==> src/rtl/tsa_pkg.sv <==
package tsa_pkg;
    localparam int ADDR_W = 3;
    localparam int CTRL_W = 16;
    localparam int EVT_N  = 4;

    localparam logic [ADDR_W-1:0] A_CTRL = 3'd0;
    localparam logic [ADDR_W-1:0] A_EVT  = 3'd1;
    localparam logic [ADDR_W-1:0] A_T1S  = 3'd2;
    localparam logic [ADDR_W-1:0] A_T1N  = 3'd3;
    localparam logic [ADDR_W-1:0] A_T2S  = 3'd4;
    localparam logic [ADDR_W-1:0] A_T2N  = 3'd5;
    localparam logic [ADDR_W-1:0] A_NOWS = 3'd6;
    localparam logic [ADDR_W-1:0] A_NOWN = 3'd7;

    localparam int C_AM1  = 0;
    localparam int C_AM2  = 1;
    localparam int C_EM1  = 2;
    localparam int C_EM2  = 3;
    localparam int C_ARM1 = 4;
    localparam int C_ARM2 = 5;
    localparam int C_PPS  = 6;
    localparam int C_MST  = 7;
    localparam int C_TXM  = 8;
    localparam int C_RXM  = 9;
    localparam int C_USED = 10;

    localparam int E_HIT1 = 0;
    localparam int E_HIT2 = 1;
    localparam int E_TX   = 2;
    localparam int E_RX   = 3;

    typedef enum logic {CH_IDLE, CH_ARMED} ch_state_e;
endpackage

==> src/rtl/tsa_systime.sv <==
module tsa_systime #(
    parameter int          TW         = 32,
    parameter int unsigned NS_STEP    = 5,
    parameter int unsigned NS_PER_SEC = 1000000000
) (
    input  logic          clk,
    input  logic          rst_n,
    output logic [TW-1:0] sec_q,
    output logic [TW-1:0] ns_q
);
    localparam logic [TW:0] STEP_W = (TW+1)'(NS_STEP);
    localparam logic [TW:0] LIM_W  = (TW+1)'(NS_PER_SEC);

    logic [TW:0] sum_w;

    always_comb sum_w = {1'b0, ns_q} + STEP_W;

    always_ff @(posedge clk or negedge rst_n) begin
        if (!rst_n) begin
            sec_q <= '0;
            ns_q  <= '0;
        end else if (sum_w >= LIM_W) begin
            ns_q  <= TW'(sum_w - LIM_W);
            sec_q <= sec_q + 1'b1;
        end else begin
            ns_q  <= sum_w[TW-1:0];
        end
    end

    // nanosecond field never reaches its wrap value
    a_r12_ns_range: assert property (@(posedge clk) disable iff (!rst_n)
        {1'b0, ns_q} < LIM_W);
endmodule

==> src/rtl/tsa_alarm_ch.sv <==
module tsa_alarm_ch
    import tsa_pkg::*;
#(
    parameter int TW = 32
) (
    input  logic          clk,
    input  logic          rst_n,
    input  logic          wr_sec,
    input  logic          wr_ns,
    input  logic [TW-1:0] wdata,
    input  logic          ctl_wr,
    input  logic          ctl_arm,
    input  logic [TW-1:0] now_sec,
    input  logic [TW-1:0] now_ns,
    output logic          armed,
    output logic          hit,
    output logic [TW-1:0] tgt_sec,
    output logic [TW-1:0] tgt_ns
);
    ch_state_e state_q, state_d;
    logic      match_w;

    always_ff @(posedge clk or negedge rst_n) begin
        if (!rst_n) state_q <= CH_IDLE;
        else        state_q <= state_d;
    end

    always_ff @(posedge clk or negedge rst_n) begin
        if (!rst_n) begin
            tgt_sec <= '0;
            tgt_ns  <= '0;
        end else begin
            if (wr_sec) tgt_sec <= wdata;
            if (wr_ns)  tgt_ns  <= wdata;
        end
    end

    always_comb begin
        match_w = (tgt_sec == now_sec) && (tgt_ns == now_ns);
        state_d = state_q;
        unique case (state_q)
            CH_IDLE:  if (ctl_wr && ctl_arm)   state_d = CH_ARMED;
            CH_ARMED: if (match_w)             state_d = CH_IDLE;
                      else if (ctl_wr && !ctl_arm) state_d = CH_IDLE;
            default:  state_d = CH_IDLE;
        endcase
    end

    always_comb begin
        armed = (state_q == CH_ARMED);
        hit   = armed && match_w;
    end

    // a hit always leaves the channel idle
    a_r3_disarm_on_hit: assert property (@(posedge clk) disable iff (!rst_n)
        hit |=> !armed);
    // the arm bit falls only after a hit or a host disarm
    a_r11_disarm_cause: assert property (@(posedge clk) disable iff (!rst_n)
        $fell(armed) |-> ($past(hit) || $past(ctl_wr && !ctl_arm)));
endmodule

==> src/rtl/tsa_evt.sv <==
module tsa_evt #(
    parameter int N = 4
) (
    input  logic         clk,
    input  logic         rst_n,
    input  logic [N-1:0] set,
    input  logic         clr_wr,
    input  logic [N-1:0] clr_mask,
    output logic [N-1:0] flags
);
    for (genvar i = 0; i < N; i++) begin : g_flag
        always_ff @(posedge clk or negedge rst_n) begin
            if (!rst_n)              flags[i] <= 1'b0;
            else if (set[i])         flags[i] <= 1'b1;
            else if (clr_wr && clr_mask[i]) flags[i] <= 1'b0;
        end

        // flags are sticky until a write-1 clear
        a_r9_sticky: assert property (@(posedge clk) disable iff (!rst_n)
            $fell(flags[i]) |-> $past(clr_wr && clr_mask[i]));
        // a set is never lost to a same-cycle clear
        a_r9_set_wins: assert property (@(posedge clk) disable iff (!rst_n)
            set[i] |=> flags[i]);
    end
endmodule

==> src/rtl/tsync_tgt_irq.sv <==
module tsync_tgt_irq
    import tsa_pkg::*;
#(
    parameter int          TW         = 32,
    parameter int unsigned NS_STEP    = 5,
    parameter int unsigned NS_PER_SEC = 1000000000
) (
    input  logic              clk,
    input  logic              rst_n,
    input  logic              reg_wr,
    input  logic [ADDR_W-1:0] reg_addr,
    input  logic [TW-1:0]     reg_wdata,
    output logic [TW-1:0]     reg_rdata,
    input  logic              tx_snap,
    input  logic              rx_snap,
    output logic [TW-1:0]     now_sec,
    output logic [TW-1:0]     now_ns,
    output logic              host_irq,
    output logic              pps_out,
    output logic              master_mode
);
    logic [C_USED-1:0] ctrl_q;
    logic [CTRL_W-1:0] ctrl_view;
    logic [EVT_N-1:0]  evt_q, evt_set;
    logic              wr_ctrl, wr_evt;
    logic [1:0]        armed, hit;
    logic [TW-1:0]     tgt_sec [2];
    logic [TW-1:0]     tgt_ns  [2];

    always_comb begin
        wr_ctrl = reg_wr && (reg_addr == A_CTRL);
        wr_evt  = reg_wr && (reg_addr == A_EVT);
    end

    tsa_systime #(.TW(TW), .NS_STEP(NS_STEP), .NS_PER_SEC(NS_PER_SEC)) u_time (
        .clk(clk), .rst_n(rst_n), .sec_q(now_sec), .ns_q(now_ns));

    for (genvar c = 0; c < 2; c++) begin : g_ch
        tsa_alarm_ch #(.TW(TW)) u_ch (
            .clk     (clk),
            .rst_n   (rst_n),
            .wr_sec  (reg_wr && (reg_addr == A_T1S + ADDR_W'(2*c))),
            .wr_ns   (reg_wr && (reg_addr == A_T1N + ADDR_W'(2*c))),
            .wdata   (reg_wdata),
            .ctl_wr  (wr_ctrl),
            .ctl_arm (reg_wdata[C_ARM1 + c]),
            .now_sec (now_sec),
            .now_ns  (now_ns),
            .armed   (armed[c]),
            .hit     (hit[c]),
            .tgt_sec (tgt_sec[c]),
            .tgt_ns  (tgt_ns[c]));
    end

    always_ff @(posedge clk or negedge rst_n) begin
        if (!rst_n) ctrl_q <= '0;
        else if (wr_ctrl) begin
            ctrl_q         <= reg_wdata[C_USED-1:0];
            ctrl_q[C_ARM1] <= 1'b0;
            ctrl_q[C_ARM2] <= 1'b0;
        end
    end

    always_comb begin
        ctrl_view              = '0;
        ctrl_view[C_USED-1:0]  = ctrl_q;
        ctrl_view[C_ARM1]      = armed[0];
        ctrl_view[C_ARM2]      = armed[1];
        evt_set                = '0;
        evt_set[E_HIT1]        = hit[0];
        evt_set[E_HIT2]        = hit[1];
        evt_set[E_TX]          = tx_snap;
        evt_set[E_RX]          = rx_snap;
    end

    tsa_evt #(.N(EVT_N)) u_evt (
        .clk(clk), .rst_n(rst_n), .set(evt_set), .clr_wr(wr_evt),
        .clr_mask(reg_wdata[EVT_N-1:0]), .flags(evt_q));

    always_comb begin
        host_irq    = (evt_q[E_HIT1] && ctrl_q[C_AM1]) ||
                      (evt_q[E_HIT2] && ctrl_q[C_AM2]) ||
                      (evt_q[E_TX]   && ctrl_q[C_TXM]) ||
                      (evt_q[E_RX]   && ctrl_q[C_RXM]);
        pps_out     = ctrl_q[C_PPS] && evt_q[E_HIT2];
        master_mode = ctrl_q[C_MST];
    end

    always_comb begin
        reg_rdata = '0;
        unique case (reg_addr)
            A_CTRL:  reg_rdata[CTRL_W-1:0] = ctrl_view;
            A_EVT:   reg_rdata[EVT_N-1:0]  = evt_q;
            A_T1S:   reg_rdata = tgt_sec[0];
            A_T1N:   reg_rdata = tgt_ns[0];
            A_T2S:   reg_rdata = tgt_sec[1];
            A_T2N:   reg_rdata = tgt_ns[1];
            A_NOWS:  reg_rdata = now_sec;
            default: reg_rdata = now_ns;
        endcase
    end

    // a hit on either channel latches its flag on the next edge
    a_r3_hit1_flag: assert property (@(posedge clk) disable iff (!rst_n)
        hit[0] |=> evt_q[E_HIT1]);
    a_r3_hit2_flag: assert property (@(posedge clk) disable iff (!rst_n)
        hit[1] |=> evt_q[E_HIT2]);
    // with no flag mask set the interrupt stays low
    a_r5_no_mask_no_irq: assert property (@(posedge clk) disable iff (!rst_n)
        !(ctrl_q[C_AM1] || ctrl_q[C_AM2] || ctrl_q[C_TXM] || ctrl_q[C_RXM]) |-> !host_irq);
    // pulse output low while disabled, and only ever with the alarm-2 flag
    a_r6_pps_off: assert property (@(posedge clk) disable iff (!rst_n)
        !ctrl_view[C_PPS] |-> !pps_out);
    a_r6_pps_flag: assert property (@(posedge clk) disable iff (!rst_n)
        pps_out |-> evt_q[E_HIT2]);
    // mode output changes only after a control write
    a_r10_mode_hold: assert property (@(posedge clk) disable iff (!rst_n)
        !wr_ctrl |=> $stable(master_mode));
endmodule

==> config.mk <==
export PLATFORM = sky130hd
export DESIGN_NAME = tsync_tgt_irq
export DESIGN_NICKNAME = d
export VERILOG_FILES = /design/src/rtl/tsa_pkg.sv /design/src/rtl/tsa_systime.sv /design/src/rtl/tsa_alarm_ch.sv /design/src/rtl/tsa_evt.sv /design/src/rtl/tsync_tgt_irq.sv
export SDC_FILE = /design/constraint.sdc
export NUM_CORES = 1
export LEC_CHECK = 0
export BUFFER_PORTS_ARGS = -buffer_cell sky130_fd_sc_hd__buf_2
export CORE_UTILIZATION = 43
export CTS_CLUSTER_SIZE = 12
export DETAILED_ROUTE_END_ITERATION = 7
export GPL_TIMING_DRIVEN = 0
export PLACE_DENSITY = 0.62
export SYNTH_ARGS = -nofsm -noshare
export SYNTH_HDL_FRONTEND = slang
export SYNTH_HIERARCHICAL = 1
export SYNTH_SLANG_ARGS = --single-unit
export TNS_END_PERCENT = 100
==> constraint.sdc <==
create_clock -name clk -period 3.25 [get_ports clk]
set_clock_uncertainty 0.1 [all_clocks]
set_input_delay 0.325 -clock clk [delete_from_list [all_inputs] [get_ports clk]]
set_output_delay 0.325 -clock clk [all_outputs]
set_load 0.01 [all_outputs]
### After elaboration in Yosys (flattened, before gate mapping)

Cells that the tools add are included.

* register bits after elaboration: 206
* input port bits: 40

* $add $sub $neg: 3
* $lt $le $gt $ge: 1
* equal/unequal tests: 10
* multiplexer cells: 20
* bitwise gates (word level): 2
* reduce and logical (&&, ||, !) cells: 34

Operator list (count)
* $eq A32 B32 Y1: 4
* $pmux W16 S6: 1
* $pmux W12 S7: 1
* $add A32 B3 Y33 const B: 1
* $ge A33 B30 Y1 const B: 1
* $add A32 B1 Y32 const B: 1
* $mux W32: 1
* $sub A32 B30 Y32 const B: 1
* $pmux W4 S7: 1
* $logic_and A1 B1 Y1: 23
* $mux W1: 14
* $eq A3 B3 Y1 const B: 3
* $reduce_bool A2 Y1: 4
* $eq A3 B2 Y1 const B: 2
* $pmux W1 S2: 2
* $eq A3 B1 Y1 const B: 1
* $logic_not A3 Y1: 1
* $logic_or A1 B1 Y1: 3
* $logic_not A1 Y1: 2
* $not A1 Y1: 2
* $reduce_or A2 Y1: 1

### Logic depth before layout (Yosys ltp)

Gate-level depths: netlist (run 1).

* word-level depth: 6
* mapped depth: 16
* depth with buffers taken out: 14

### Hierarchy

Netlist (run 1), hierarchy kept.

Modules (own cells, without submodules)
* tsa_alarm_ch: instances 2, cells an instance 237, area an instance 3124.2 sq um
* tsa_systime: instances 1, cells an instance 446, area an instance 4127.7 sq um
* tsync_tgt_irq: instances 1, cells an instance 279, area an instance 2100.8 sq um
* tsa_evt: instances 1, cells an instance 12, area an instance 145.1 sq um

### Least setup slack after synthesis (run 1)

No wires, ideal clock.

* path type: reg2reg
* start point: register u_time.ns_q[0]
* end point: register u_time.sec_q[1]
* arrival time: 3.426 ns
* data required time: 3.025 ns
* setup slack: -0.400 ns
* cell stages (with the launch flop): 16
* path buffers: 3
* clock period less this slack: 3.650 ns
* cells stage by stage: dfrtp_1 ha_1 clkbuf_1 o211a_1 nand3_1 xnor2_1 ha_1 nor2_1 mux2i_1 a22oi_1 o21ai_0 a21oi_1 o31ai_2 buf_6 buf_2 mux2_2

* word-level cells in the longest chain between the ends: 2

Ends and longest elaborated chain
* start, declared: line tsa_systime.sv:9 `output logic [TW-1:0] ns_q`
* start signal, assigned: line tsa_systime.sv:23 `ns_q <= TW'(sum_w - LIM_W);`
* start signal, assigned: line tsa_systime.sv:26 `ns_q <= sum_w[TW-1:0];`
* $add A32 B3 Y33: line tsa_systime.sv:16 `always_comb sum_w = {1'b0, ns_q} + STEP_W;`
* $ge A33 B30 Y1: line tsa_systime.sv:22 `end else if (sum_w >= LIM_W) begin`
* end signal, assigned: line tsa_systime.sv:24 `sec_q <= sec_q + 1'b1;`
* end, declared: line tsa_systime.sv:8 `output logic [TW-1:0] sec_q,`

No other way between the ends.
A chain may end at the register's enable or synchronous reset.

### Worst setup path in the final report (run 1)

* start point: register u_time.ns_q[9]
* end point: register u_time.sec_q[28]

Same word-level chain as after synthesis.

==> impl_metrics.toml, run 1 <==
[outcome]
status = "complete, but fails checks"
violations = "setup timing"

[die]
start_util_pct = 43.9
io_pins = 139
die_x_um = 173
dieArea_um2 = 30000
placementRows = 62
die_height_um = 173
coreArea_um2 = 28800

[worst_setup_path]
ff2ff_path_depth = 13
crit_fanout = 10
r2r_slack_ns = -0.26
cp_data_arrival_time_ns = 3.82
start_kind = "flop"
cp_data_required_time_ns = 3.56
worstReg2RegStart = "u_time/ns_q[9]$_DFF_PN0_"
r2r-end = "u_time/sec_q[28]$_DFFE_PN0N_"
worstSetupPathType = "reg -> reg"
cp-startpoint = "u_time/ns_q[9]$_DFF_PN0_"
end_kind = "flop"

[timing]
max_freq_mhz = 285
tightest_slew_ns = 0.944
fin_ws_ns = -0.261
slew-limit-headroom_pct = 37.0
report.final.slew_viol_count = 0
min_period_over_period_pct = 108
min_period_ns = 3.51
setup_viol_count_final = 50
rsz0062_at_grt = "yes"
hold_viol_final = 0

[final_layout]
area_growth_pct = 32.3
stdcell_count = 1889
diodes = 0
finalNetCount = 1530
drive_above_1_share_pct = 42.1

[pwr]
switching_power_w = 0.00232
irDropWorstVdd_uv = 325
power_density_nw_per_um2 = 471
power.total_w = 0.00787
swShare_pct = 29.5
seqPwrFrac_pct = 42.3
p_clk_share_pct = 38.0
power.share.combinational_pct = 19.7
p_int_w = 0.00555
leakagePower_nw = 7.32

[yosys]
yosysSeqAreaShare_pct = 40.8
synth_top_family_by_area = "multiplexers"
ys_types = 73
synth-simple-area-share_pct = 13.6
synth_seq_cells = 206
synthXorXnorAreaFrac_pct = 13.4
synth_compound_area_share_pct = 11.8
synth_top_area_share_pct = 40.8
syn-num-nets = 1255
yosys_warnings = 6
synth_largest_area_cell = "dfrtp_1"
synth_edf_count = 0
ys_async_sr_fraction_pct = 100
ys.flop_type = "dfrtp_1"
yosys-top-cells-area = "dfrtp_1, mux2_2, xnor2_1"
synth.avg_cell_area_um2 = 10.4
synth.area.mux_share_pct = 16.4
syn_inst = 1211
synthAdderAreaFrac_pct = 0.397
syn-cell-area_um2 = 12600

[clock_tree]
clk_pin_slew_ns = 0.06
cts.htree.levels = 1
cts_tree = "yes"
root_buffer = "clkbuf_16"
clock-sinks = 206
cts.path.max_buffers = 3
cts_buffers = 25
clk_latency_ns = 0.54

[global_route]
grt.total_usage_pct = 32.0
grt_pass1_vias = 10924
antenna_found_initial = 1
overflow = 0
grt_pass1_wl_um = 71800
grt_max_degree = 91

[route]
wl_per_cell_um = 26.5
routed_wl_um = 50100
ant_nets = 0
route.detailed.drc = 0
vias = 11529
vias_per_cell = 6.10
dr.first_iter.drc_count = 1313
drt_pass1_iterations = 6

[hold_path]
hold_path_end = "g_ch[0].u_ch/tgt_sec[21]$_DFFE_PN0P_"
min_path_type = "in -> reg"
hold_path_depth = 2
min-delay-start = "reg_wdata[21]"

[placed_design]
hpwlAfterDp_um = 34300
dpl.cell_count = 1734
place.port_buffers = 137
gp_congestion = 0.980

[run]
cap_violations = 0
## stage by stage
step	hold WS [ns]	cell area [um2]	setup TNS, ns	utilization (%)	setup WS (ns)
final	0.0194	16700	-6.42	58.0	-0.261
after global routing	0.0133	16700	-9.34	58.0	-0.316
after CTS	0.000290	15900	-0.998	55.2	-0.137
after detailed placement	0.172	14000	-54.25	48.7	-1.46
after global placement	0.395	13900	-462.25	48.4	-2.35
after floorplan	-0.0706	12800	-0.292	-	-0.0487
## power groups by stage
stage / Combinational (W) / Clock [W] / Sequential, W
6_report: 0.00155 / 0.00299 / 0.00332
5_1_grt: 0.00164 / 0.00314 / 0.00337
4_1_cts: 0.00151 / 0.00303 / 0.00331
3_5_place_dp: 0.00147 / 0 / 0.00336
3_3_place_gp: 0.00145 / 0 / 0.00334
2_1_floorplan: 0.000991 / 0 / 0.00325
## state kept, by name, summed over array words and instances, names as in the netlist
signal and flops:
ctrl_q 8, g_ch.u_ch/armed 2, g_ch.u_ch/tgt_ns 64, g_ch.u_ch/tgt_sec 64
u_evt/flags 4, u_time/ns_q 32, u_time/sec_q 32
## area by class of cell
cell class                      instances  area, um2
Tap cell                              384        480
Clock buffer                           34        739
Clock inverter                         12        145
Fill cell                            2462      12100
Inverter                               24       90.1
Timing Repair Buffer                  257       1850
Multi-Input combinational cell        914       7800
Sequential cell                       206       5190
Buffer                                 58        400
## layer usage
layer / routed length, um / part of all wire (%) / GRT usage [%]
met1: 21500 / 43 / 45.7
met2: 22200 / 44 / 48.5
met3: 4550 / 9.1 / 6.16
met4: 1870 / 3.7 / 10.8
met5: 13 / 0.026 / 0
## critical path, cell delays in order (launching register included)
cell	delay (ns)
dfrtp_2	0.41
buf_2	0.30
and2_1	0.29
nand3_1	0.13
a211oi_1	0.30
o211ai_1	0.22
nor4_4	0.40
a41o_1	0.29
o31ai_4	0.10
buf_4	0.16
nand4b_1	0.24
buf_6	0.21
nand2b_4	0.13
xnor2_1	0.11
## worst max path at each step
stage	slack (ns)	cells after the start	end
floorplan	-0.05	15	u_time/sec_q[1]$_DFFE_PN0N_
global placement	-2.35	1	u_time/ns_q[4]$_DFF_PN0_
detailed placement	-1.46	11	u_time/sec_q[28]$_DFFE_PN0N_
CTS	-0.14	11	u_time/sec_q[31]$_DFFE_PN0N_
global route	-0.32	13	u_time/sec_q[30]$_DFFE_PN0N_
finish	-0.26	13	u_time/sec_q[28]$_DFFE_PN0N_
## cell usage in the layout (no fill, tap or decap), drive strengths merged, types with 17 or more instances in the layout
master,synthesis,routed
nand2,72,72
o21ai,25,25
nor4,28,28
mux2,172,172
xnor2,119,119
buf,48,270
nor2,69,69
nand4,34,34
dfrtp,206,206
a21oi,47,47
dlygate4sd3,0,28
xor2,74,74
clkbuf,19,51
nand3,33,33
inv,23,24
a221oi,18,18
a22oi,17,17
nor3,21,21
## logic make-up (layout without fill, tap and decap cells)
kind of cell / after synthesis / after routing
multiplexers: 185 / 185
adder cells (fa/ha/maj): 4 / 4
XOR/XNOR: 193 / 193
AO/OA/AOI/OAI: 205 / 205
flip-flops: 206 / 206
buffers and inverters: 91 / 385
AND/OR/NAND/NOR: 327 / 327
## cell usage after synthesis, types with 3 or more instances
cell type,count
a21o_1,5
nor3_1,19
a2111oi_0,4
buf_6,8
nor3b_1,3
a31oi_1,4
o22ai_1,11
o221ai_1,11
o2111ai_1,5
o211ai_1,4
dfrtp_1,206
buf_4,5
buf_2,32
inv_1,23
and2_1,10
nor2b_1,11
o21a_1,7
and4_1,8
mux2i_1,13
nand3_1,33
buf_1,3
nand2b_1,16
clkbuf_1,19
a22o_1,7
nand4_1,33
a21oi_1,47
and3_1,12
a221oi_1,18
a22oi_1,17
nor4_1,27
a211o_1,5
mux2_2,172
xnor2_1,119
xor2_1,74
o21ai_0,25
nand2_1,72
a211oi_1,5
nor2_1,68
ha_1,4
## timing repair
item | 4_1_cts | 5_1_grt
setup endpoints to repair | 55 | 54
cloned | 1 | 4
resized for setup | 80 | 104
pin swaps | 23 | 40
hold endpoints to repair | 139 | 0
hold buffers | 28 | 0
setup buffers | 54 | 32
No activity file was read; power rests on OpenSTA's default activity.
==> inputs of run 2 (changes only) <==
Settings changed: ABC_AREA set to 1, PLACE_DENSITY 0.62 to 0.61.
==> impl_metrics.toml, run 2 <==
[outcome]
status = "complete, no violations"

[global_route]
grt_pass1_vias = 16456
overflow = 0
antenna_found_initial = 0
grt_max_degree = 113
grt_pass1_wl_um = 113000
grt.total_usage_pct = 44.0

[final_layout]
area_growth_pct = 17.9
final_cell_mix = "nand2_1, inv_1, nor2_1, dfrtp_1, buf_2"
diodes = 0
drive_above_1_share_pct = 15.2
regArea_um2 = 5180
top_regs = "g_ch.u_ch/tgt_ns: 64 flops, g_ch.u_ch/tgt_sec: 64 flops"
design_area_um2 = 18200
nFillCells = 3647
fin_util_pct = 52.0
multiInputGateArea_um2 = 8580
finalNetCount = 2679
stdcell_count = 3109
final_common_cell = "nand2_1"

[yosys]
syn-cell-area_um2 = 15400
yosys_warnings = 6
ys.flop_type = "dfrtp_1"
syn_inst = 2416
yosys-top-cells-area = "dfrtp_1, nand2_1, inv_1"
synth_largest_area_cell = "dfrtp_1"
synth.avg_cell_area_um2 = 6.37
ys_types = 38
synth_seq_cells = 206
yosysMostFrequentCell = "nand2_1"
ys_async_sr_fraction_pct = 100
synth_top_area_share_pct = 33.5
synth_edf_count = 0
yosysSeqAreaShare_pct = 33.5
synthTopCellsByCount = "nand2_1, inv_1, nor2_1"
syn-num-nets = 2460

[route]
route.detailed.drc = 0
met1_length_um = 31700
ant_nets = 0
drt_pass1_iterations = 7
routed_wl_um = 80500
dr_wl_met2_um = 34500
highest_layer = "met4"
dr.first_iter.drc_count = 2177
vias_per_cell = 5.81
met3RoutedLength_um = 8660
vias = 18058
wl_per_cell_um = 25.9

[timing]
hold_viol_final = 0
max_freq_mhz = 319
min_period_over_period_pct = 96.5
slew-limit-headroom_pct = 32.6
report.final.slew_viol_count = 0
tightest_slew_ns = 1.01
fin_ws_ns = 0.114
whs_ns = 0.0270
setup_viol_count_final = 0
min_period_ns = 3.14

[placed_design]
dpl.cell_count = 3007
dp_slack_ns = -0.286
hpwlAfterDp_um = 62000
place_area_um2 = 16700
place.port_buffers = 135
gp_congestion = 1.10

[die]
io_pins = 139
placementRows = 68
start_util_pct = 44.1
coreArea_um2 = 34900
dieArea_um2 = 36600
die_height_um = 191
die_x_um = 191

[clock_tree]
clk_pin_slew_ns = 0.06
cts.path.max_buffers = 3
cts_tree = "yes"
clock-sinks = 206
cts_buffers = 26
cts.htree.levels = 1
clk_latency_ns = 0.57
root_buffer = "clkbuf_16"

[worst_setup_path]
r2r_slack_ns = 0.11
slowest_delay_ns = 0.68
start_kind = "flop"
worstReg2RegStart = "u_time/ns_q[15]$_DFF_PN0_"
critical-path-top-delay-family = "simple AND/OR/NAND/NOR gates"
cp_data_arrival_time_ns = 3.52
cp_data_required_time_ns = 3.63
r2r-end = "u_time/ns_q[26]$_DFF_PN0_"
ff2ff_path_depth = 16
crit_slowest_cell = "dfrtp_1"
cp_common_cell = "nand2_1"
end_kind = "flop"
worstSetupPathType = "reg -> reg"
crit_chain = "nand2_1 > nor2_2 > nand2_1 > nor2_2 > nand2_1 > nand2_1 > nand2_1 > nor2_4 > nand3_1 > nor2_1 > nand2_1 > nand3_4 > buf_6 > buf_6 > nand3_1 > nand2_1"
worst-path-buf-inv = 2
crit_fanout = 10

[pwr]
power_density_nw_per_um2 = 467
irDropWorstVdd_uv = 370
leakagePower_nw = 8.82

[hold_path]
min_path_type = "in -> reg"
hold_path_depth = 3
hold_path_end = "g_ch[1].u_ch/tgt_ns[3]$_DFFE_PN0P_"
min-delay-start = "reg_wdata[3]"

[run]
cap_violations = 0
==> run 2: cell count changes in the layout (fill, tap and decap cells not counted), sizes merged, moves of 18 or more <==
cell | previous run | this run
nand3 | 33 | 147
nand4 | 34 | 143
nor4 | 28 | 10
buf | 270 | 222
o21ai | 25 | 146
mux2 | 172 | 28
inv | 24 | 317
nand2 | 72 | 939
xor2 | 74 | 32
nor2 | 69 | 272
a221oi | 18 | 0
xnor2 | 119 | 33
a21oi | 47 | 5
==> run 2: layout make-up <==
type / count / area share (%)
buffer: 81 / 2.81
clock buffer: 31 / 3.92
clock inverter: 16 / 1.08
inverter: 317 / 6.57
multi-input combinational: 1812 / 47.3
sequential: 206 / 28.5
tap: 455 / 3.14
timing repair buffer: 191 / 6.69
==> run 2: stage by stage <==
step	total power (W)	setup TNS, ns
after floorplan	0.00433	0
after global placement	0.00520	-423.99
after detailed placement	0.00524	-8.97
after CTS	0.00840	0
after global routing	0.00877	-0.00135
final	0.00848	0
==> run 2: routing by layer <==
metal	vias to the layer above	global-route usage, %
met5	-	0
met4	0	27.1
met3	256	8.52
met2	1223	66.3
met1	8523	58.0
li1	8056	-
==> run 2: worst max-delay path by stage <==
stage               depth (start not counted)  slack (ns)                      endpoint                 startpoint
finish                                     16        0.11     u_time/ns_q[26]$_DFF_PN0_  u_time/ns_q[15]$_DFF_PN0_
global route                               18      -0.001     u_time/ns_q[23]$_DFF_PN0_   u_time/ns_q[9]$_DFF_PN0_
CTS                                        18        0.04     u_time/ns_q[26]$_DFF_PN0_   u_time/ns_q[3]$_DFF_PN0_
detailed placement                         20       -0.29  u_time/sec_q[14]$_DFFE_PN0N_   u_time/ns_q[0]$_DFF_PN0_
global placement                            1       -2.07     u_time/ns_q[18]$_DFF_PN0_                      rst_n
floorplan                                  20        0.53     u_time/ns_q[26]$_DFF_PN0_   u_time/ns_q[0]$_DFF_PN0_
==> run 2: where the power goes <==
group	internal, W	switching (W)
combinational	0.000630	0.00141
sequential	0.00293	0.000360
clock	0.00188	0.00126
==> run 2: cells by family (layout without fill, tap and decap cells) <==
| logic type | after synthesis | count (layout) | synth area share (%) |
|---|---|---|---|
| flops | 206 | 206 | 33.5 |
| compound gates | 154 | 154 | 5.13 |
| simple gates | 1561 | 1561 | 44.3 |
| fa+ha+maj | 4 | 4 | 0.325 |
| buf+inv | 398 | 636 | 11.1 |
| mux | 28 | 28 | 2.05 |
| xor+xnor | 65 | 65 | 3.70 |
==> run 2: timing repair <==
action,4_1_cts,5_1_grt
resized for setup,8,22
setup buffers,7,13
setup endpoints to repair,55,56
hold buffers,35,0
endpoints found under the hold margin,218,0
pin swaps,1,1
==> run 2: tightest hold or removal path, cell delays in order <==
cell and delay [ns]:
buf_2 0.17, nand2_1 0.07, o21ai_0 0.07
